`src/rtl/wbuf_pkg.sv`:
```
package wbuf_pkg;
    typedef enum logic [1:0] {
        BUS_IDLE,
        BUS_STORE,
        BUS_LOAD
    } bus_state_e;

    typedef enum logic {
        FEN_OPEN,
        FEN_DRAIN
    } fence_state_e;
endpackage

```
`src/rtl/wbuf_queue.sv`:
```
module wbuf_queue #(
    parameter int AW    = 8,
    parameter int DW    = 16,
    parameter int DEPTH = 4
) (
    input  logic          clk,
    input  logic          rst_n,
    input  logic          push,
    input  logic [AW-1:0] push_addr,
    input  logic [DW-1:0] push_data,
    input  logic          pop,
    output logic [AW-1:0] head_addr,
    output logic [DW-1:0] head_data,
    output logic          full,
    output logic          empty,
    input  logic [AW-1:0] look_addr,
    output logic          hit,
    output logic [DW-1:0] hit_data
);
    localparam int PW = $clog2(DEPTH);
    localparam int CW = $clog2(DEPTH + 1);

    logic [AW-1:0] addr_q [DEPTH];
    logic [DW-1:0] data_q [DEPTH];
    logic [PW-1:0] wr_ptr, rd_ptr;
    logic [CW-1:0] count;

    function automatic logic [PW-1:0] bump(input logic [PW-1:0] p);
        return (p == PW'(DEPTH - 1)) ? '0 : p + 1'b1;
    endfunction

    for (genvar g = 0; g < DEPTH; g++) begin : g_ent
        always_ff @(posedge clk) begin
            if (push && wr_ptr == PW'(g)) begin
                addr_q[g] <= push_addr;
                data_q[g] <= push_data;
            end
        end
    end

    always_ff @(posedge clk) begin
        if (!rst_n) begin
            wr_ptr <= '0;
            rd_ptr <= '0;
            count  <= '0;
        end else begin
            if (push) wr_ptr <= bump(wr_ptr);
            if (pop)  rd_ptr <= bump(rd_ptr);
            unique case ({push, pop})
                2'b10:   count <= count + 1'b1;
                2'b01:   count <= count - 1'b1;
                default: count <= count;
            endcase
        end
    end

    assign head_addr = addr_q[rd_ptr];
    assign head_data = data_q[rd_ptr];
    assign full      = (count == CW'(DEPTH));
    assign empty     = (count == '0);

    // walk oldest to youngest; the last match found is the youngest
    always_comb begin
        hit      = 1'b0;
        hit_data = '0;
        for (int k = 0; k < DEPTH; k++) begin
            int idx;
            idx = int'(rd_ptr) + k;
            if (idx >= DEPTH) idx = idx - DEPTH;
            if (k < int'(count) && addr_q[idx[PW-1:0]] == look_addr) begin
                hit      = 1'b1;
                hit_data = data_q[idx[PW-1:0]];
            end
        end
    end

    AST_NO_UNDERFLOW: assert property (@(posedge clk) disable iff (!rst_n)
        pop |-> !empty);
endmodule

```
`src/rtl/wbuf_bus_fsm.sv`:
```
module wbuf_bus_fsm
    import wbuf_pkg::*;
#(
    parameter int AW = 8,
    parameter int DW = 16
) (
    input  logic          clk,
    input  logic          rst_n,
    input  logic          ld_pend,
    input  logic          ld_strict,
    input  logic [AW-1:0] ld_addr,
    input  logic          st_avail,
    input  logic [AW-1:0] head_addr,
    input  logic [DW-1:0] head_data,
    input  logic          bus_ack,
    output logic          bus_req_valid,
    output logic          bus_req_write,
    output logic [AW-1:0] bus_req_addr,
    output logic [DW-1:0] bus_req_wdata,
    output logic          st_pop,
    output logic          ld_done,
    output logic          bus_idle
);
    bus_state_e state, state_nx;

    always_ff @(posedge clk) begin
        if (!rst_n) state <= BUS_IDLE;
        else        state <= state_nx;
    end

    always_comb begin
        state_nx = state;
        unique case (state)
            BUS_IDLE: begin
                if (ld_pend && (!ld_strict || !st_avail)) state_nx = BUS_LOAD;
                else if (st_avail)                        state_nx = BUS_STORE;
            end
            BUS_STORE: if (bus_ack) state_nx = BUS_IDLE;
            BUS_LOAD:  if (bus_ack) state_nx = BUS_IDLE;
            default:   state_nx = BUS_IDLE;
        endcase
    end

    always_comb begin
        bus_req_valid = 1'b0;
        bus_req_write = 1'b0;
        bus_req_addr  = head_addr;
        bus_req_wdata = head_data;
        st_pop        = 1'b0;
        ld_done       = 1'b0;
        bus_idle      = 1'b0;
        unique case (state)
            BUS_IDLE: bus_idle = 1'b1;
            BUS_STORE: begin
                bus_req_valid = 1'b1;
                bus_req_write = 1'b1;
                st_pop        = bus_ack;
            end
            BUS_LOAD: begin
                bus_req_valid = 1'b1;
                bus_req_addr  = ld_addr;
                bus_req_wdata = '0;
                ld_done       = bus_ack;
            end
            default: bus_idle = 1'b1;
        endcase
    end

    AST_REQ_HELD: assert property (@(posedge clk) disable iff (!rst_n)
        (bus_req_valid && !bus_ack) |=> (bus_req_valid && $stable(bus_req_addr)
            && $stable(bus_req_write) && $stable(bus_req_wdata)));
endmodule

```
`src/rtl/wbuf_cpu_side.sv`:
```
module wbuf_cpu_side
    import wbuf_pkg::*;
#(
    parameter int AW = 8,
    parameter int DW = 16
) (
    input  logic          clk,
    input  logic          rst_n,
    input  logic          mode_relaxed,
    input  logic          fence_req,
    output logic          fence_done,
    input  logic          cpu_req_valid,
    output logic          cpu_req_ready,
    input  logic          cpu_req_write,
    input  logic [AW-1:0] cpu_req_addr,
    output logic          cpu_rsp_valid,
    output logic [DW-1:0] cpu_rsp_rdata,
    input  logic          q_full,
    input  logic          q_empty,
    input  logic          fwd_hit,
    input  logic [DW-1:0] fwd_data,
    input  logic          ld_done,
    input  logic [DW-1:0] bus_rdata,
    input  logic          bus_idle,
    output logic          push,
    output logic          ld_pend,
    output logic          ld_strict,
    output logic [AW-1:0] ld_addr
);
    fence_state_e fst, fst_nx;
    logic take, take_ld, drained;

    assign cpu_req_ready = !ld_pend && (fst == FEN_OPEN) && !(cpu_req_write && q_full);
    assign take          = cpu_req_valid && cpu_req_ready;
    assign push          = take && cpu_req_write;
    assign take_ld       = take && !cpu_req_write;
    assign drained       = q_empty && bus_idle && !ld_pend;

    always_ff @(posedge clk) begin
        if (!rst_n) fst <= FEN_OPEN;
        else        fst <= fst_nx;
    end

    always_comb begin
        fst_nx = fst;
        unique case (fst)
            FEN_OPEN:  if (fence_req) fst_nx = FEN_DRAIN;
            FEN_DRAIN: if (drained)   fst_nx = FEN_OPEN;
            default:   fst_nx = FEN_OPEN;
        endcase
    end

    always_ff @(posedge clk) begin
        if (!rst_n) begin
            fence_done    <= 1'b0;
            ld_pend       <= 1'b0;
            ld_strict     <= 1'b0;
            ld_addr       <= '0;
            cpu_rsp_valid <= 1'b0;
            cpu_rsp_rdata <= '0;
        end else begin
            fence_done    <= (fst == FEN_DRAIN) && drained;
            cpu_rsp_valid <= 1'b0;
            if (ld_done) begin
                ld_pend       <= 1'b0;
                cpu_rsp_valid <= 1'b1;
                cpu_rsp_rdata <= bus_rdata;
            end
            if (take_ld) begin
                if (mode_relaxed && fwd_hit) begin
                    cpu_rsp_valid <= 1'b1;
                    cpu_rsp_rdata <= fwd_data;
                end else begin
                    ld_pend   <= 1'b1;
                    ld_strict <= !mode_relaxed;
                    ld_addr   <= cpu_req_addr;
                end
            end
        end
    end

    AST_FENCE_CLOSED: assert property (@(posedge clk) disable iff (!rst_n)
        fence_req |=> !cpu_req_ready);
    AST_RSP_PULSE: assert property (@(posedge clk) disable iff (!rst_n)
        ld_done |=> cpu_rsp_valid);
endmodule

```
`src/rtl/wbuf_bypass.sv`:
```
module wbuf_bypass
    import wbuf_pkg::*;
#(
    parameter int AW    = 8,
    parameter int DW    = 16,
    parameter int DEPTH = 4
) (
    input  logic          clk,
    input  logic          rst_n,
    input  logic          mode_relaxed,
    input  logic          fence_req,
    output logic          fence_done,
    input  logic          cpu_req_valid,
    output logic          cpu_req_ready,
    input  logic          cpu_req_write,
    input  logic [AW-1:0] cpu_req_addr,
    input  logic [DW-1:0] cpu_req_wdata,
    output logic          cpu_rsp_valid,
    output logic [DW-1:0] cpu_rsp_rdata,
    output logic          bus_req_valid,
    output logic          bus_req_write,
    output logic [AW-1:0] bus_req_addr,
    output logic [DW-1:0] bus_req_wdata,
    input  logic          bus_ack,
    input  logic [DW-1:0] bus_rdata,
    output logic          buf_empty
);
    logic          push, st_pop, q_full, q_empty, fwd_hit;
    logic          ld_pend, ld_strict, ld_done, bus_idle;
    logic [AW-1:0] head_addr, ld_addr;
    logic [DW-1:0] head_data, fwd_data;

    wbuf_queue #(.AW(AW), .DW(DW), .DEPTH(DEPTH)) i_queue (
        .clk(clk), .rst_n(rst_n),
        .push(push), .push_addr(cpu_req_addr), .push_data(cpu_req_wdata),
        .pop(st_pop), .head_addr(head_addr), .head_data(head_data),
        .full(q_full), .empty(q_empty),
        .look_addr(cpu_req_addr), .hit(fwd_hit), .hit_data(fwd_data)
    );

    wbuf_bus_fsm #(.AW(AW), .DW(DW)) i_bus (
        .clk(clk), .rst_n(rst_n),
        .ld_pend(ld_pend), .ld_strict(ld_strict), .ld_addr(ld_addr),
        .st_avail(!q_empty), .head_addr(head_addr), .head_data(head_data),
        .bus_ack(bus_ack),
        .bus_req_valid(bus_req_valid), .bus_req_write(bus_req_write),
        .bus_req_addr(bus_req_addr), .bus_req_wdata(bus_req_wdata),
        .st_pop(st_pop), .ld_done(ld_done), .bus_idle(bus_idle)
    );

    wbuf_cpu_side #(.AW(AW), .DW(DW)) i_cpu (
        .clk(clk), .rst_n(rst_n),
        .mode_relaxed(mode_relaxed), .fence_req(fence_req), .fence_done(fence_done),
        .cpu_req_valid(cpu_req_valid), .cpu_req_ready(cpu_req_ready),
        .cpu_req_write(cpu_req_write), .cpu_req_addr(cpu_req_addr),
        .cpu_rsp_valid(cpu_rsp_valid), .cpu_rsp_rdata(cpu_rsp_rdata),
        .q_full(q_full), .q_empty(q_empty), .fwd_hit(fwd_hit), .fwd_data(fwd_data),
        .ld_done(ld_done), .bus_rdata(bus_rdata), .bus_idle(bus_idle),
        .push(push), .ld_pend(ld_pend), .ld_strict(ld_strict), .ld_addr(ld_addr)
    );

    assign buf_empty = q_empty;

    AST_NO_OVERFLOW: assert property (@(posedge clk) disable iff (!rst_n)
        push |-> !q_full);
    AST_STRICT_DRAINED: assert property (@(posedge clk) disable iff (!rst_n)
        (bus_req_valid && !bus_req_write && ld_strict) |-> q_empty);
    AST_POP_ON_ACK: assert property (@(posedge clk) disable iff (!rst_n)
        st_pop |-> (bus_ack && bus_req_write));
    AST_FENCE_CLEAN: assert property (@(posedge clk) disable iff (!rst_n)
        fence_done |-> (q_empty && !bus_req_valid));
endmodule

```
`config.mk`:
```
export PLATFORM = sky130hd
export DESIGN_NAME = wbuf_bypass
export DESIGN_NICKNAME = d
export VERILOG_FILES = /design/src/rtl/wbuf_pkg.sv /design/src/rtl/wbuf_queue.sv /design/src/rtl/wbuf_bus_fsm.sv /design/src/rtl/wbuf_cpu_side.sv /design/src/rtl/wbuf_bypass.sv
export SDC_FILE = /design/constraint.sdc
export NUM_CORES = 1
export LEC_CHECK = 0
export ABC_AREA = 1
export BUFFER_PORTS_ARGS = -buffer_cell sky130_fd_sc_hd__buf_2
export CAP_MARGIN = 5
export CORE_MARGIN = 4
export CORE_UTILIZATION = 55
export CTS_CLUSTER_DIAMETER = 120
export DETAILED_ROUTE_END_ITERATION = 10
export PLACE_DENSITY_LB_ADDON = 0.05
export SYNTH_ARGS = -nofsm -noshare
export SYNTH_HDL_FRONTEND = slang
export SYNTH_HIERARCHICAL = 1
export SYNTH_SLANG_ARGS = --single-unit
```
`constraint.sdc`:
```
create_clock -name clk -period 2.7 [get_ports clk]
set_clock_uncertainty 0.2 [all_clocks]
set_input_delay 0.135 -clock clk [delete_from_list [all_inputs] [get_ports clk]]
set_output_delay 0.135 -clock clk [all_outputs]
set_load 0.05 [all_outputs]
```
# --- Word level (Yosys, flattened, before mapping) ---
# Memory sizes are Yosys's and may differ from the RTL's. A register that Yosys moved wholly into a read port is not among the register bits.
# Index checks and enable logic that the tools add are counted.
# W data, S select, Z words.
classes:
  n_bitwise: 2
  n_eq_ne: 15
  magnitude_cmp: 8
  addsub: 11
  n_mux: 68
  n_reduce_logical: 38
op_table:
  columns: ["operator", "count"]
  rows:
  - ["$mux W16", 11]
  - ["$reduce_or A16 Y1", 3]
  - ["$mux W2", 19]
  - ["$eq A8 B8 Y1", 4]
  - ["$mux W8", 4]
  - ["$mux W1", 31]
  - ["$reduce_or A8 Y1", 3]
  - ["$logic_and A1 B1 Y1", 19]
  - ["$eq A2 B2 Y1 const B", 5]
  - ["$ge A3 B3 Y1 const B", 3]
  - ["$sub A2 B1 Y2 const B", 4]
  - ["$add A2 B2 Y3 const B", 2]
  - ["$eq A2 B1 Y1 const B", 3]
  - ["$lt A1 B3 Y1 const A", 2]
  - ["$lt A2 B3 Y1 const A", 2]
  - ["$pmux W3 S2", 1]
  - ["$logic_not A1 Y1", 5]
  - ["$add A2 B1 Y2 const B", 2]
  - ["$logic_not A2 Y1", 2]
  - ["$pmux W2 S2", 1]
  - ["$reduce_and A2 Y1", 2]
  - ["$add A2 B1 Y3 const B", 1]
  - ["$add A3 B1 Y3 const B", 1]
  - ["$eq A3 B3 Y1 const B", 1]
  - ["other kinds (10)", 11]
totals:
  wordCells: 155
  mem_count: 2
  register_bits: 38
  in_bits: 47
  mem_bits_rw: 96
memory_table:
  columns: ["name", "words", "word_bits", "rd", "rd_ports_with_merged_regs", "write_ports", "line", "text"]
  rows:
  - ["i_queue.data_q", 4, 16, 5, 1, 1, "wbuf_queue.sv:24", "logic [DW-1:0] data_q [DEPTH];"]
  - ["i_queue.addr_q", 4, 8, 5, 1, 1, "wbuf_queue.sv:23", "logic [AW-1:0] addr_q [DEPTH];"]

# --- Depth between registers and ports, before layout ---
# Gate-level depths: netlist of run 1.
depth:
  depth_word: 13
  ltp_mapped: 21
  ltp_nobuf: 18

# --- Cells and area by module ---
# Netlist of run 1, hierarchy kept.
modules_own_cells:
  columns: ["mod", "area_per_inst_um2", "seq_area_each_um2", "n_inst", "cells_per_inst"]
  rows:
  - ["wbuf_queue", 7420.9, 3062.9, 1, 990]
  - ["wbuf_cpu_side", 1516.5, 580.6, 1, 254]
  - ["wbuf_bus_fsm", 419.2, 40.0, 1, 71]
  - ["wbuf_bypass", 3.8, 0.0, 1, 1]

# --- Worst setup path before layout of run 1 ---
# Ideal clock, no wire load.
synth_timing:
  path_kind: "reg2reg"
  startpoint: "reg i_queue.rd_ptr[1]"
  endpoint: "reg i_cpu.cpu_rsp_rdata[3]"
  path_buffers: 3
  path_slack_ns: -0.270
  setup_time_ns: 0.070
  path_stages_with_launch: 18
  arrival_ns: 2.700
  required_time_ns: 2.430
  path_cell_list: "dfxtp_1 > ha_1 > inv_2 > buf_2 > nand3_1 > nand3_1 > nand4_1 > nor2_2 > nand3_2 > buf_2 > o2111ai_1 > nand2_2 > inv_2 > buf_2 > nand2_1 > nand2_1 > nand2_1 > a21oi_1"
synth_between:
  elab_chain_len: 12
synth_lines:
  columns: ["element", "line", "text"]
  rows:
  - ["start: declaration", "wbuf_queue.sv:25", "logic [PW-1:0] wr_ptr, rd_ptr;"]
  - ["start signal: assignment", "wbuf_queue.sv:48", "if (pop) rd_ptr <= bump(rd_ptr);"]
  - ["$add A2 B1 Y3 (tied with other cells)", "wbuf_queue.sv:68", "idx = int'(rd_ptr) + k;"]
  - ["$ge A3 B3 Y1 (tied with other cells)", "wbuf_queue.sv:69", "if (idx >= DEPTH) idx = idx - DEPTH;"]
  - ["$mux W2 or $mem_v2 Z4 W8 (tied branches)", null, null]
  - ["$mem_v2 Z4 W8 *", null, null]
  - ["$eq A8 B8 Y1 or $logic_and A1 B1 Y1 (tied branches)", "wbuf_queue.sv:70", "if (k < int'(count) && addr_q[idx[PW-1:0]] == look_addr) begin"]
  - ["$logic_and A1 B1 Y1 or $mux W1 (tied branches)", "wbuf_queue.sv:70", null]
  - ["$mux W1 (2 in a row)", "wbuf_queue.sv:70", null]
  - ["$mux W1 *", "wbuf_queue.sv:70", null]
  - ["via fwd_hit", "wbuf_bypass.sv:28", "logic push, st_pop, q_full, q_empty, fwd_hit;"]
  - ["$logic_and A1 B1 Y1 *", "wbuf_cpu_side.sv:70", "if (mode_relaxed && fwd_hit) begin"]
  - ["$mux W16 *", "wbuf_cpu_side.sv:70", null]
  - ["$mux W16 *", "wbuf_cpu_side.sv:69", "if (take_ld) begin"]
  - ["end signal: assignment", "wbuf_cpu_side.sv:67", "cpu_rsp_rdata <= bus_rdata;"]
  - ["end signal: assignment", "wbuf_cpu_side.sv:72", "cpu_rsp_rdata <= fwd_data;"]
  - ["end: declaration", "wbuf_cpu_side.sv:17", "output logic [DW-1:0] cpu_rsp_rdata,"]
# Mark *: on every way through the listed nets, which the timed path passes. The rest lies on a longest branch.
# A chain may end at the register's enable or synchronous reset.

# --- Worst setup path in the final report of run 1 ---
layout_timing:
  startpoint: "reg i_queue.rd_ptr[0]"
  endpoint: "reg i_cpu.cpu_rsp_rdata[10]"
layout_rtl:
  columns: ["element", "line", "text"]
  rows:
  - ["$add A2 B1 Y3 (tied with other cells)", "wbuf_queue.sv:68", null]
  - ["$ge A3 B3 Y1 (tied with other cells)", "wbuf_queue.sv:69", null]
  - ["$mux W2 or $mem_v2 Z4 W8 (tied branches)", null, null]
  - ["$mem_v2 Z4 W8 or $eq A8 B8 Y1 (tied branches)", null, null]
  - ["$eq A8 B8 Y1 or $logic_and A1 B1 Y1 (tied branches)", "wbuf_queue.sv:70", null]
  - ["$logic_and A1 B1 Y1 or $mux W16 (tied branches)", "wbuf_queue.sv:70", null]
  - ["$mux W16 (2 in a row)", "wbuf_queue.sv:70", null]
  - ["$mux W16 *", "wbuf_queue.sv:70", null]
  - ["via fwd_data[10]", "wbuf_bypass.sv:31", "logic [DW-1:0] head_data, fwd_data;"]
  - ["$mux W16 *", "wbuf_cpu_side.sv:70", null]
  - ["$mux W16 *", "wbuf_cpu_side.sv:69", null]
# Marks and branches as above.

==> flow_summary_export.csv, run 1 <==
group,metric,value,unit
yosys,synth_seq_cells,136,
global_routing,grt_pass1_vias,8811,
final_layout,layout_common_cells,"413 x nand2_1, 135 x nor2_1, 118 x o21ai_0, 106 x inv_1, 98 x nand3_1",
worst_setup_path,path_class,"register to register",
yosys,synth-edff-count,96,
sta,worst_pin_slew,0.692,ns
drt,wl_met3,1850,microns
worst_setup_path,crit_path_end_kind,"register",
clock_tree,cts-root-buf,"clkbuf_16",
sta,period_needed,2.71,ns
worst_setup_path,cp.required,2.78,ns
sta,setup_slack,-0.00757,ns
yosys,synthDistinctLibCells,40,
global_routing,grt_overflow,0,
worst_setup_path,cpPeakStageDelay,0.36,ns
final_layout,area.growth.synth_to_final,25.9,%
sta,slew_headroom,53.8,%
sta,setup-violations-final,3,
drt,ant_nets,0,
sta,grt_setup_unrepaired,"true",
worst_setup_path,start_kind,"register",
placed_design,hpwl,18900,microns
power_and_ir_drop,vdd_ir_drop_max,0.000566,V
sta,max_freq,369,MHz
sta,slew_violations,0,
drt,routed.top_layer,"met4",
global_routing,antenna_found_initial,0,
final_layout,layout-drive-gt1-share,19.4,%
final_layout,fin_nets,1540,
yosys,synthArstFlopShare,0,%
worst_setup_path,reg2reg_depth,19,
yosys,yosysTopAreaCell,"edfxtp_1",
drt,drc,0,
floorplan,die_y,138,microns
clock_tree,cts_tree,"yes",
power_and_ir_drop,total_power,0.00853,W
run_status,violations,"negative setup slack",
sta,hold-worst-slack,0.0306,ns
global_routing,grt_pass1_wl,44800,microns
placed_design,io_buffer_count,92,
drt,wl_per_cell,16.9,microns
final_layout,layout_commonest_cell,"nand2_1",
floorplan,die_w,138,microns
clock_tree,htreeDepth,4,
worst_setup_path,crit_path_frequent_cell,"nand2_1",
yosys,ys_warn_count,6,
drt,drtIter0Drc,910,
yosys,ys.flop_type,"edfxtp_1",
worst_setup_path,cp.depth,19,
sta,fin_crit_sh,100,%
yosys,syn_nets,1376,
drt,vias_per_cell,5.58,
clock_tree,numCtsBuffers,17,
worst_setup_path,path_delay_family,"simple AND/OR/NAND/NOR gates",
floorplan,dieArea,0.0192,sq mm
floorplan,rows,47,
sta,setup_tns,-0.0172,ns
drt,detail_route.first_pass.iterations,8,
floorplan,ios,93,
worst_hold_path,min_path_type,"primary input to register",
drt,vias,9553,
final_layout,instances_no_fill,1713,
worst_setup_path,critPathMaxFanout,7,
power_and_ir_drop,leakage,5.38,nW
yosys,avgSynthCellArea,7.11,sq um
worst_setup_path,critPathArrivalTime,2.79,ns
drt,drt-met1-wl,11700,microns
worst_setup_path,crit_buf_inv,4,
flow_run,maxCapViolCount,0,
placed_design,finalWeightedCongestion,0.924,
drt,routed_wl,29000,microns
run_status,status,"finished, violations left",
yosys,synth_top_area_share,30.8,%
final_layout,antenna_cells,0,
clock_tree,clock_path_buffers,2,
yosys,ys_seq_area_share,39.4,%
worst_setup_path,worst_path_max_delay_cell,"dfxtp_4",
worst_setup_path,crit_chain,"ha_4 > inv_4 > buf_4 > nand3_1 > nand2_2 > a21oi_2 > o211ai_1 > nor2_1 > nand3_2 > buf_8 > buf_4 > nand2_2 > nand2_2 > nand2_1 > nand2_1 > nand2_1 > nand2_1 > nand2_1 > a21oi_1",
worst_hold_path,min_delay_path_depth,5,
floorplan,initial_core_util,56.2,%
sta,hold_viol_final,0,
clock_tree,cts.clk_slew.worst_paths,0.06,ns
floorplan,core_area,0.0166,sq mm
clock_tree,clock_latency,0.44,ns
placed_design,dp.cells,1625,
power_and_ir_drop,power.density,724,mW/mm^2
final_layout,fin_util,70.8,%
yosys,synth_area,0.00936,sq mm
yosys,synth_cells,1316,
global_routing,grt_start_max_net_pins,81,
yosys,yosys-top-cells-area,"edfxtp_1 31%, nand2_1 18%, dfxtp_1 8.6%",
drt,routed-wl-met2,14400,microns
clock_tree,cts.sinks,136,
global_routing,grtUsageTotal,28.9,%
[metal layers]
layer	up-vias	GRT usage [%]
li1	4646	-
met3	71	4.11
met2	398	50.3
met4	0	12.3
met5	-	0
met1	4438	36.1
[cell usage after synthesis, types with 15 or more instances]
cell and n:
a21oi_1 52, buf_2 24, clkbuf_1 19, dfxtp_1 40
edfxtp_1 96, inv_1 106, mux2i_1 32, nand2_1 439
nand3_1 104, nand4_1 22, nor2_1 137, o21ai_0 120
o22ai_1 15
[final timing paths]
| check | startpoint | endpoint | slack, ns |
|---|---|---|---|
| max | i_queue/rd_ptr[0] | i_cpu/cpu_rsp_rdata[10] | -0.008 |
| min reg2reg | i_cpu/ld_addr[7] | i_cpu/ld_addr[7] | 0.28 |
| max reg2reg | i_queue/rd_ptr[0] | i_cpu/cpu_rsp_rdata[10] | -0.008 |
| min | cpu_req_write | i_cpu/cpu_rsp_rdata[12] | 0.03 |
[cell families (layout without fill, tap and decap cells)]
| group | after synthesis | in the layout | synth area share (%) |
|---|---|---|---|
| AOI/OAI and AO/OA | 192 | 192 | 10.6 |
| and+or+nand+nor | 739 | 739 | 33.4 |
| adders and majority gates | 13 | 13 | 1.74 |
| buffers and inverters | 185 | 362 | 9.45 |
| muxes | 40 | 40 | 4.46 |
| DFF | 136 | 136 | 39.4 |
| xor gates and xnor gates | 11 | 11 | 1.03 |
[metrics by stage]
| step | cell area (sq um) | worst slack (ns) |
|---|---|---|
| after floorplan | 9400 | 0.00103 |
| after global placement | 10300 | -0.0336 |
| after detailed placement | 10300 | -0.108 |
| after CTS | 11400 | 0.00741 |
| after global routing | 11800 | -0.126 |
| final | 11800 | -0.00757 |
[flip-flops by register name, indices dropped and copies added (netlist names), 2 cells and up, named ones only]
register / cells
i_cpu/cpu_rsp_rdata: 16
i_cpu/ld_addr: 8
i_queue/addr_q: 32
i_queue/rd_ptr: 2
i_queue/wr_ptr: 2
i_queue/data_q: 64
i_bus/state: 2
i_queue/count: 3
[area by class of cell]
| type | count | area [sq um] |
|---|---|---|
| clock buffers | 22 | 444 |
| clock inverters | 10 | 80.1 |
| fillers | 1375 | 4860 |
| inverters | 114 | 455 |
| multi-input cells | 995 | 5000 |
| flip-flops and latches | 136 | 3690 |
| well taps | 220 | 275 |
| repair buffers | 215 | 1820 |
| repair inverters | 1 | 11.3 |
[power breakdown]
part           switching, W  internal [W]
logic               0.00263       0.00136
clock network      0.000871       0.00125
registers         0.0000764       0.00234
[tightest hold or removal path, cell delays in order]
cell     delay (ns)
buf_2          0.09
inv_1          0.07
nand4_4        0.15
nand2_1        0.06
a21oi_1        0.13
[repair_timing]
| item | 4_1_cts | 5_1_grt |
|---|---|---|
| hold buffers | 46 | 0 |
| gates resized for setup | 5 | 75 |
| setup buffers | 1 | 4 |
| endpoints found under the setup margin | 25 | 31 |
| pin swaps | 1 | 16 |
| hold endpoints to repair | 132 | 0 |
| gates cloned | 0 | 5 |
(Power assumes the default switching activity.)
==> inputs of run 2 (changes only) <==
--- a/config.mk
+++ b/config.mk
@@ -13,6 +13,7 @@
 export CTS_CLUSTER_DIAMETER = 120
 export DETAILED_ROUTE_END_ITERATION = 10
 export PLACE_DENSITY_LB_ADDON = 0.05
+export REMOVE_ABC_BUFFERS = 1
 export SYNTH_ARGS = -nofsm -noshare
 export SYNTH_HDL_FRONTEND = slang
 export SYNTH_HIERARCHICAL = 1
==> flow_summary_export.csv, run 2 (same netlist as run 1, synthesis figures left out) <==
group,metric,value,unit
final_layout,num-fill-cells,1322,
global_routing,antenna_found_initial,0,
placed_design,hpwl,19100,microns
sta,slew_headroom,54.4,%
worst_setup_path,rrSetupSlack,-0.13,ns
final_layout,layout_commonest_cell,"nand2_1",
sta,grt_setup_unrepaired,"true",
final_layout,antenna_cells,0,
sta,slew_violations,0,
sta,setup-violations-final,21,
drt,drt-met1-wl,13200,microns
clock_tree,cts_tree,"yes",
worst_hold_path,hp-start,"cpu_req_write",
floorplan,die_w,138,microns
power_and_ir_drop,internal_power,0.00502,W
global_routing,grt_pass1_wl,46100,microns
worst_setup_path,path_class,"register to register",
worst_hold_path,min_path_type,"primary input to register",
worst_setup_path,critPathMaxFanout,9,
drt,drtIter0Drc,1033,
sta,period_needed,2.83,ns
floorplan,dieArea,0.0192,sq mm
final_layout,design_area,0.0119,sq mm
final_layout,regMostFlops,"i_queue/data_q",
worst_hold_path,min_delay_path_depth,5,
sta,hold_viol_final,0,
final_layout,fin_nets,1541,
clock_tree,cts.sinks,136,
worst_setup_path,worstReg2RegEnd,"i_cpu/cpu_rsp_rdata[4]",
clock_tree,clock_latency,0.42,ns
power_and_ir_drop,leakage,5.42,nW
global_routing,grt_overflow,0,
final_layout,layout_common_cells,"413 x nand2_1, 135 x nor2_1, 115 x o21ai_0, 105 x inv_1, 96 x edfxtp_1",
floorplan,initial_core_util,56.2,%
worst_setup_path,rr_startpoint,"i_queue/rd_ptr[1]",
drt,routed-wl-met2,12500,microns
global_routing,grt_pass1_vias,8491,
floorplan,ios,93,
run_status,violations,"negative setup slack",
power_and_ir_drop,power.density,735,mW/mm^2
run_status,status,"finished, violations left",
drt,routed_wl,29400,microns
power_and_ir_drop,p_comb_share,45.5,%
power_and_ir_drop,seq_power_share,27.9,%
drt,vias_per_cell,5.61,
floorplan,core_area,0.0166,sq mm
drt,vias,9608,
drt,ant_nets,0,
worst_setup_path,crit_path_end_kind,"register",
drt,drc,0,
final_layout,largest_reg_flops,64,
clock_tree,htreeDepth,4,
global_routing,grt_start_max_net_pins,36,
sta,setup_slack,-0.129,ns
clock_tree,cts.clk_slew.worst_paths,0.06,ns
floorplan,rows,47,
power_and_ir_drop,p_sw_share,42.5,%
placed_design,io_buffer_count,92,
sta,worst_pin_slew,0.682,ns
flow_run,maxCapViolCount,0,
floorplan,die_y,138,microns
final_layout,area.growth.synth_to_final,26.7,%
sta,max_freq,353,MHz
sta,hold-worst-slack,0.0573,ns
final_layout,top_regs,"i_queue/data_q (64), i_queue/addr_q (32), i_cpu/cpu_rsp_rdata (16)",
drt,detail_route.first_pass.iterations,7,
worst_hold_path,min_to,"i_cpu/ld_strict",
worst_setup_path,reg2reg_depth,17,
clock_tree,cts-root-buf,"clkbuf_16",
worst_setup_path,start_kind,"register",
placed_design,finalWeightedCongestion,0.979,
power_and_ir_drop,p_switching,0.00370,W
worst_setup_path,critPathArrivalTime,2.98,ns
final_layout,fin_util,71.3,%
drt,wl_per_cell,17.2,microns
global_routing,grtUsageTotal,29.5,%
clock_tree,numCtsBuffers,17,
placed_design,dpl_cell_area,0.0102,sq mm
worst_setup_path,cp.required,2.85,ns
clock_tree,clock_path_buffers,2,
drt,routed.top_layer,"met4",
power_and_ir_drop,vdd_ir_drop_max,0.000615,V
power_and_ir_drop,p_clk_share,26.6,%
final_layout,layout-drive-gt1-share,20.2,%
drt,wl_met3,3080,microns
sta,fin_crit_sh,105,%
==> run 2: cell count changes in the layout (fill, tap and decap cells not counted), sizes merged <==
| cell | before | now |
|---|---|---|
| nand2 | 453 | 454 |
| bufinv | 1 | 2 |
| clkbuf | 26 | 19 |
| bufbuf | 0 | 1 |
| clkinvlp | 2 | 6 |
| buf | 165 | 166 |
==> run 2: per-stage QoR <==
stage / total power [W] / setup WS [ns] / TNS (ns) / cells
floorplan: 0.00488 / -3.69 / -103.34 / 1245
finish: 0.00872 / -0.129 / -1.76 / 1714
detailed placement: 0.00598 / -0.120 / -1.92 / 1619
CTS: 0.00846 / -0.0451 / -0.356 / 1707
global route: 0.00915 / -0.179 / -3.89 / 1714
global placement: 0.00596 / -0.0388 / -0.635 / 1619
==> run 2: repair_timing <==
| item | 4_1_cts | 5_1_grt |
|---|---|---|
| hold buffers | 46 | 0 |
| gates resized for setup | 33 | 63 |
| cloned | 3 | 3 |
| endpoints found under the hold margin | 132 | 0 |
| pin swaps | 5 | 28 |
| setup buffers | 7 | 4 |
| endpoints found under the setup margin | 35 | 41 |
==> run 2: cell type report <==
type	count	area, sq um	share of cell area [%]
clock buffer	17	425	3.59
clock inverter	15	155	1.31
inverter	114	447	3.77
multi-input combinational	996	5070	42.7
sequential	136	3690	31.1
tap	220	275	2.32
timing repair buffer	215	1790	15.1
timing repair inverter	1	7.51	0.0633
==> run 2: critical path: stages, from the launching register on <==
cell and delay, ns:
dfxtp_4 0.36, ha_4 0.27, buf_8 0.14, buf_4 0.14
nand3_1 0.09, nand2_1 0.07, xor2_1 0.16, nor3_2 0.22
nand3_4 0.19, o2111ai_4 0.16, nand2_2 0.11, inv_4 0.11
buf_12 0.12, clkbuf_16 0.13, nand2_2 0.04, nand2_1 0.05
nand2_1 0.05, a21oi_1 0.15
==> run 2: power groups by stage <==
stage | Combinational (W) | Sequential, W | Clock [W]
after CTS | 0.00371 | 0.00242 | 0.00233
after global placement | 0.00350 | 0.00246 | 0
after global routing | 0.00426 | 0.00244 | 0.00244
after detailed placement | 0.00353 | 0.00246 | 0
final | 0.00397 | 0.00243 | 0.00232
after floorplan | 0.00230 | 0.00258 | 0
==> run 2: how the worst max path moves through the flow <==
stage	startpoint	to	cells past startpoint
floorplan	i_queue/rd_ptr[0]	i_cpu/ld_pend	14
global placement	i_queue/rd_ptr[0]	i_cpu/cpu_rsp_rdata[4]	18
global route	i_queue/rd_ptr[1]	i_cpu/cpu_rsp_rdata[5]	20
CTS	i_queue/rd_ptr[0]	i_cpu/cpu_rsp_rdata[0]	16
finish	i_queue/rd_ptr[1]	i_cpu/cpu_rsp_rdata[4]	17
detailed placement	i_queue/rd_ptr[0]	i_cpu/cpu_rsp_rdata[9]	18
==> run 2: metal layers <==
| layer | track usage (%) | vias up |
|---|---|---|
| li1 | - | 4652 |
| met1 | 43.9 | 4340 |
| met2 | 43.3 | 557 |
| met3 | 6.42 | 59 |
| met4 | 8.58 | 0 |
| met5 | 0 | - |
==> inputs of run 3 (changes only) <==
--- a/config.mk
+++ b/config.mk
@@ -10,7 +10,7 @@
 export CAP_MARGIN = 5
 export CORE_MARGIN = 4
 export CORE_UTILIZATION = 55
-export CTS_CLUSTER_DIAMETER = 120
+export CTS_BUF_LIST = sky130_fd_sc_hd__clkbuf_4 sky130_fd_sc_hd__clkbuf_8 sky130_fd_sc_hd__clkbuf_16
 export DETAILED_ROUTE_END_ITERATION = 10
 export PLACE_DENSITY_LB_ADDON = 0.05
 export REMOVE_ABC_BUFFERS = 1
==> constraint.sdc (replaced) <==
create_clock -name clk -period 2.7 [get_ports clk]
set_clock_uncertainty 0.2 [all_clocks]
set_input_delay 0.135 -clock clk [delete_from_list [all_inputs] [get_ports clk]]
set_output_delay 0.135 -clock clk [all_outputs]
set_load 0.005 [all_outputs]
==> flow_summary_export.csv, run 3 (same netlist as run 1, synthesis figures left out) <==
group,metric,value,unit
run_status,status,"finished, violations left",
run_status,violations,"negative setup slack",
sta,max_freq,361,MHz
power_and_ir_drop,p_switching,0.00291,W
worst_setup_path,start_kind,"register",
final_layout,area.growth.synth_to_final,25.8,%
clock_tree,numCtsBuffers,17,
worst_setup_path,cp.required,2.84,ns
placed_design,dp.cells,1624,
final_layout,regMostFlops,"i_queue/data_q",
sta,hold-worst-slack,0.0374,ns
power_and_ir_drop,p_clk_share,29.3,%
global_routing,antenna_found_initial,0,
placed_design,finalWeightedCongestion,0.958,
sta,grt_setup_unrepaired,"true",
drt,drc,0,
flow_run,maxCapViolCount,0,
placed_design,dpl_cell_area,0.0103,sq mm
sta,worst_pin_slew,0.686,ns
floorplan,core_area,0.0166,sq mm
global_routing,grt_pass1_wl,44200,microns
final_layout,instances_no_fill,1711,
worst_setup_path,worstReg2RegEnd,"i_cpu/cpu_rsp_rdata[2]",
worst_setup_path,critPathMaxFanout,8,
worst_setup_path,endpoint,"i_cpu/cpu_rsp_rdata[2]",
drt,vias_per_cell,5.52,
placed_design,io_buffer_count,92,
power_and_ir_drop,vdd_ir_drop_max,0.000547,V
sta,setup_slack,-0.0713,ns
sta,period_needed,2.77,ns
sta,fin_crit_sh,103,%
global_routing,grt_pass1_vias,8337,
drt,wl_per_cell,16.8,microns
global_routing,grt_overflow,0,
clock_tree,cts.sinks,136,
final_layout,largest_reg_flops,64,
worst_setup_path,cp-startpoint,"i_queue/rd_ptr[1]",
clock_tree,clock_path_buffers,2,
worst_setup_path,cpPeakStageDelay,0.34,ns
worst_setup_path,critPathArrivalTime,2.91,ns
drt,ant_nets,0,
final_layout,layout_common_cells,"412 x nand2_1, 136 x nor2_1, 117 x o21ai_0, 106 x inv_1, 96 x edfxtp_1",
placed_design,hpwl,18900,microns
global_routing,grtUsageTotal,28.4,%
global_routing,grt_start_max_net_pins,61,
floorplan,ios,93,
final_layout,fin_util,70.8,%
power_and_ir_drop,power.density,675,mW/mm^2
worst_setup_path,path_class,"register to register",
drt,detail_route.first_pass.iterations,6,
power_and_ir_drop,internal_power,0.00503,W
worst_hold_path,min_path_type,"primary input to register",
worst_setup_path,rr_startpoint,"i_queue/rd_ptr[1]",
worst_setup_path,worst_path_max_delay_cell,"dfxtp_2",
power_and_ir_drop,seq_power_share,30.5,%
final_layout,layout_commonest_cell,"nand2_1",
sta,slew_headroom,54.2,%
power_and_ir_drop,p_comb_share,40.2,%
worst_setup_path,rrSetupSlack,-0.07,ns
worst_setup_path,crit_path_frequent_cell,"nand2_1",
sta,slew_violations,0,
worst_setup_path,crit_path_end_kind,"register",
floorplan,die_w,138,microns
power_and_ir_drop,p_sw_share,36.6,%
power_and_ir_drop,leakage,5.40,nW
worst_setup_path,path_delay_family,"simple AND/OR/NAND/NOR gates",
worst_setup_path,reg2reg_depth,18,
drt,routed_wl,28700,microns
floorplan,die_y,138,microns
worst_setup_path,crit_chain,"ha_4 > inv_4 > buf_6 > buf_4 > nand3_1 > nand2_1 > nor2_1 > nor3_1 > nand3_2 > buf_8 > o2111ai_4 > nand2_2 > clkinv_4 > clkbuf_16 > nand2_1 > nand2_1 > nand2_1 > a21oi_1",
drt,drtIter0Drc,1071,
final_layout,antenna_cells,0,
final_layout,design_area,0.0118,sq mm
floorplan,rows,47,
worst_hold_path,min_delay_path_depth,5,
sta,setup-violations-final,17,
final_layout,top_regs,"i_queue/data_q (64), i_queue/addr_q (32), i_cpu/cpu_rsp_rdata (16)",
clock_tree,cts_tree,"yes",
floorplan,dieArea,0.0192,sq mm
floorplan,initial_core_util,56.2,%
clock_tree,htreeDepth,4,
worst_setup_path,cp.depth,18,
final_layout,fin_nets,1538,
clock_tree,cts.clk_slew.worst_paths,0.06,ns
sta,hold_viol_final,0,
final_layout,layout-drive-gt1-share,19.6,%
worst_setup_path,crit_buf_inv,6,
drt,vias,9446,
clock_tree,clock_latency,0.42,ns
clock_tree,cts-root-buf,"clkbuf_16",
-- run 3: cell count changes in the layout (fill, tap and decap cells not counted), sizes merged --
| cell | delta |
|---|---|
| buf | -2 |
| bufbuf | -1 |
| clkbuf | +5 |
| clkinv | +1 |
| clkinvlp | -6 |
| inv | +1 |
| nand2 | -1 |
-- run 3: worst register-to-register path, stage by stage (launching register included) --
cell and delay (ns):
dfxtp_2 0.34, ha_4 0.26, inv_4 0.06, buf_6 0.13
buf_4 0.13, nand3_1 0.09, nand2_1 0.07, nor2_1 0.04
nor3_1 0.31, nand3_2 0.12, buf_8 0.17, o2111ai_4 0.10
nand2_2 0.11, clkinv_4 0.11, clkbuf_16 0.16, nand2_1 0.06
nand2_1 0.06, nand2_1 0.05, a21oi_1 0.13
-- run 3: layer usage --
metal  vias to the layer above  global-route usage, %  share of wire [%]
li1                       4644                      -                  -
met1                      4245                   41.9                 44
met2                       510                   42.8                 43
met3                        47                   5.59                 10
met4                         0                   7.44                2.0
met5                         -                      0                  0
-- run 3: how the worst min path moves through the flow --
stage / end / slack, ns / from
floorplan: i_queue/addr_q[0][0] / 0.03 / cpu_req_addr[0]
global placement: i_queue/data_q[1][9] / 0.15 / cpu_req_wdata[9]
detailed placement: i_queue/data_q[2][14] / 0.15 / cpu_req_wdata[14]
CTS: i_cpu/ld_strict / 0.03 / cpu_req_write
global route: i_cpu/ld_strict / 0.05 / cpu_req_write
finish: i_cpu/ld_strict / 0.04 / cpu_req_write
-- run 3: metrics by stage --
step | total power (W) | setup slack, ns | setup TNS, ns
6_report | 0.00795 | -0.0713 | -0.732
5_1_grt | 0.00838 | -0.225 | -4.50
4_1_cts | 0.00779 | 0.0193 | 0
3_5_place_dp | 0.00538 | -0.0677 | -0.686
3_3_place_gp | 0.00534 | -0.0257 | -0.146
2_1_floorplan | 0.00425 | -3.69 | -102.89
-- run 3: what timing repair did --
item,CTS,global route
hold buffers,46,0
setup buffers,1,4
gates cloned,0,5
pin swaps,1,46
setup endpoints to repair,18,29
endpoints found under the hold margin,132,0
gates resized for setup,12,67
-- run 3: layout make-up --
type	instances	area, sq um
Clock buffer	20	472
Clock inverter	12	123
Fill cell	1356	4870
Inverter	114	438
Multi-Input combinational cell	995	4990
Sequential cell	136	3690
Tap cell	220	275
Timing Repair Buffer	214	1790
-- run 3: power groups by stage --
stage,clock [W],sequential [W],combinational [W]
floorplan,0,0.00253,0.00172
global placement,0,0.00246,0.00288
detailed placement,0,0.00246,0.00292
CTS,0.00236,0.00242,0.00301
global route,0.00245,0.00244,0.00350
finish,0.00233,0.00243,0.00319
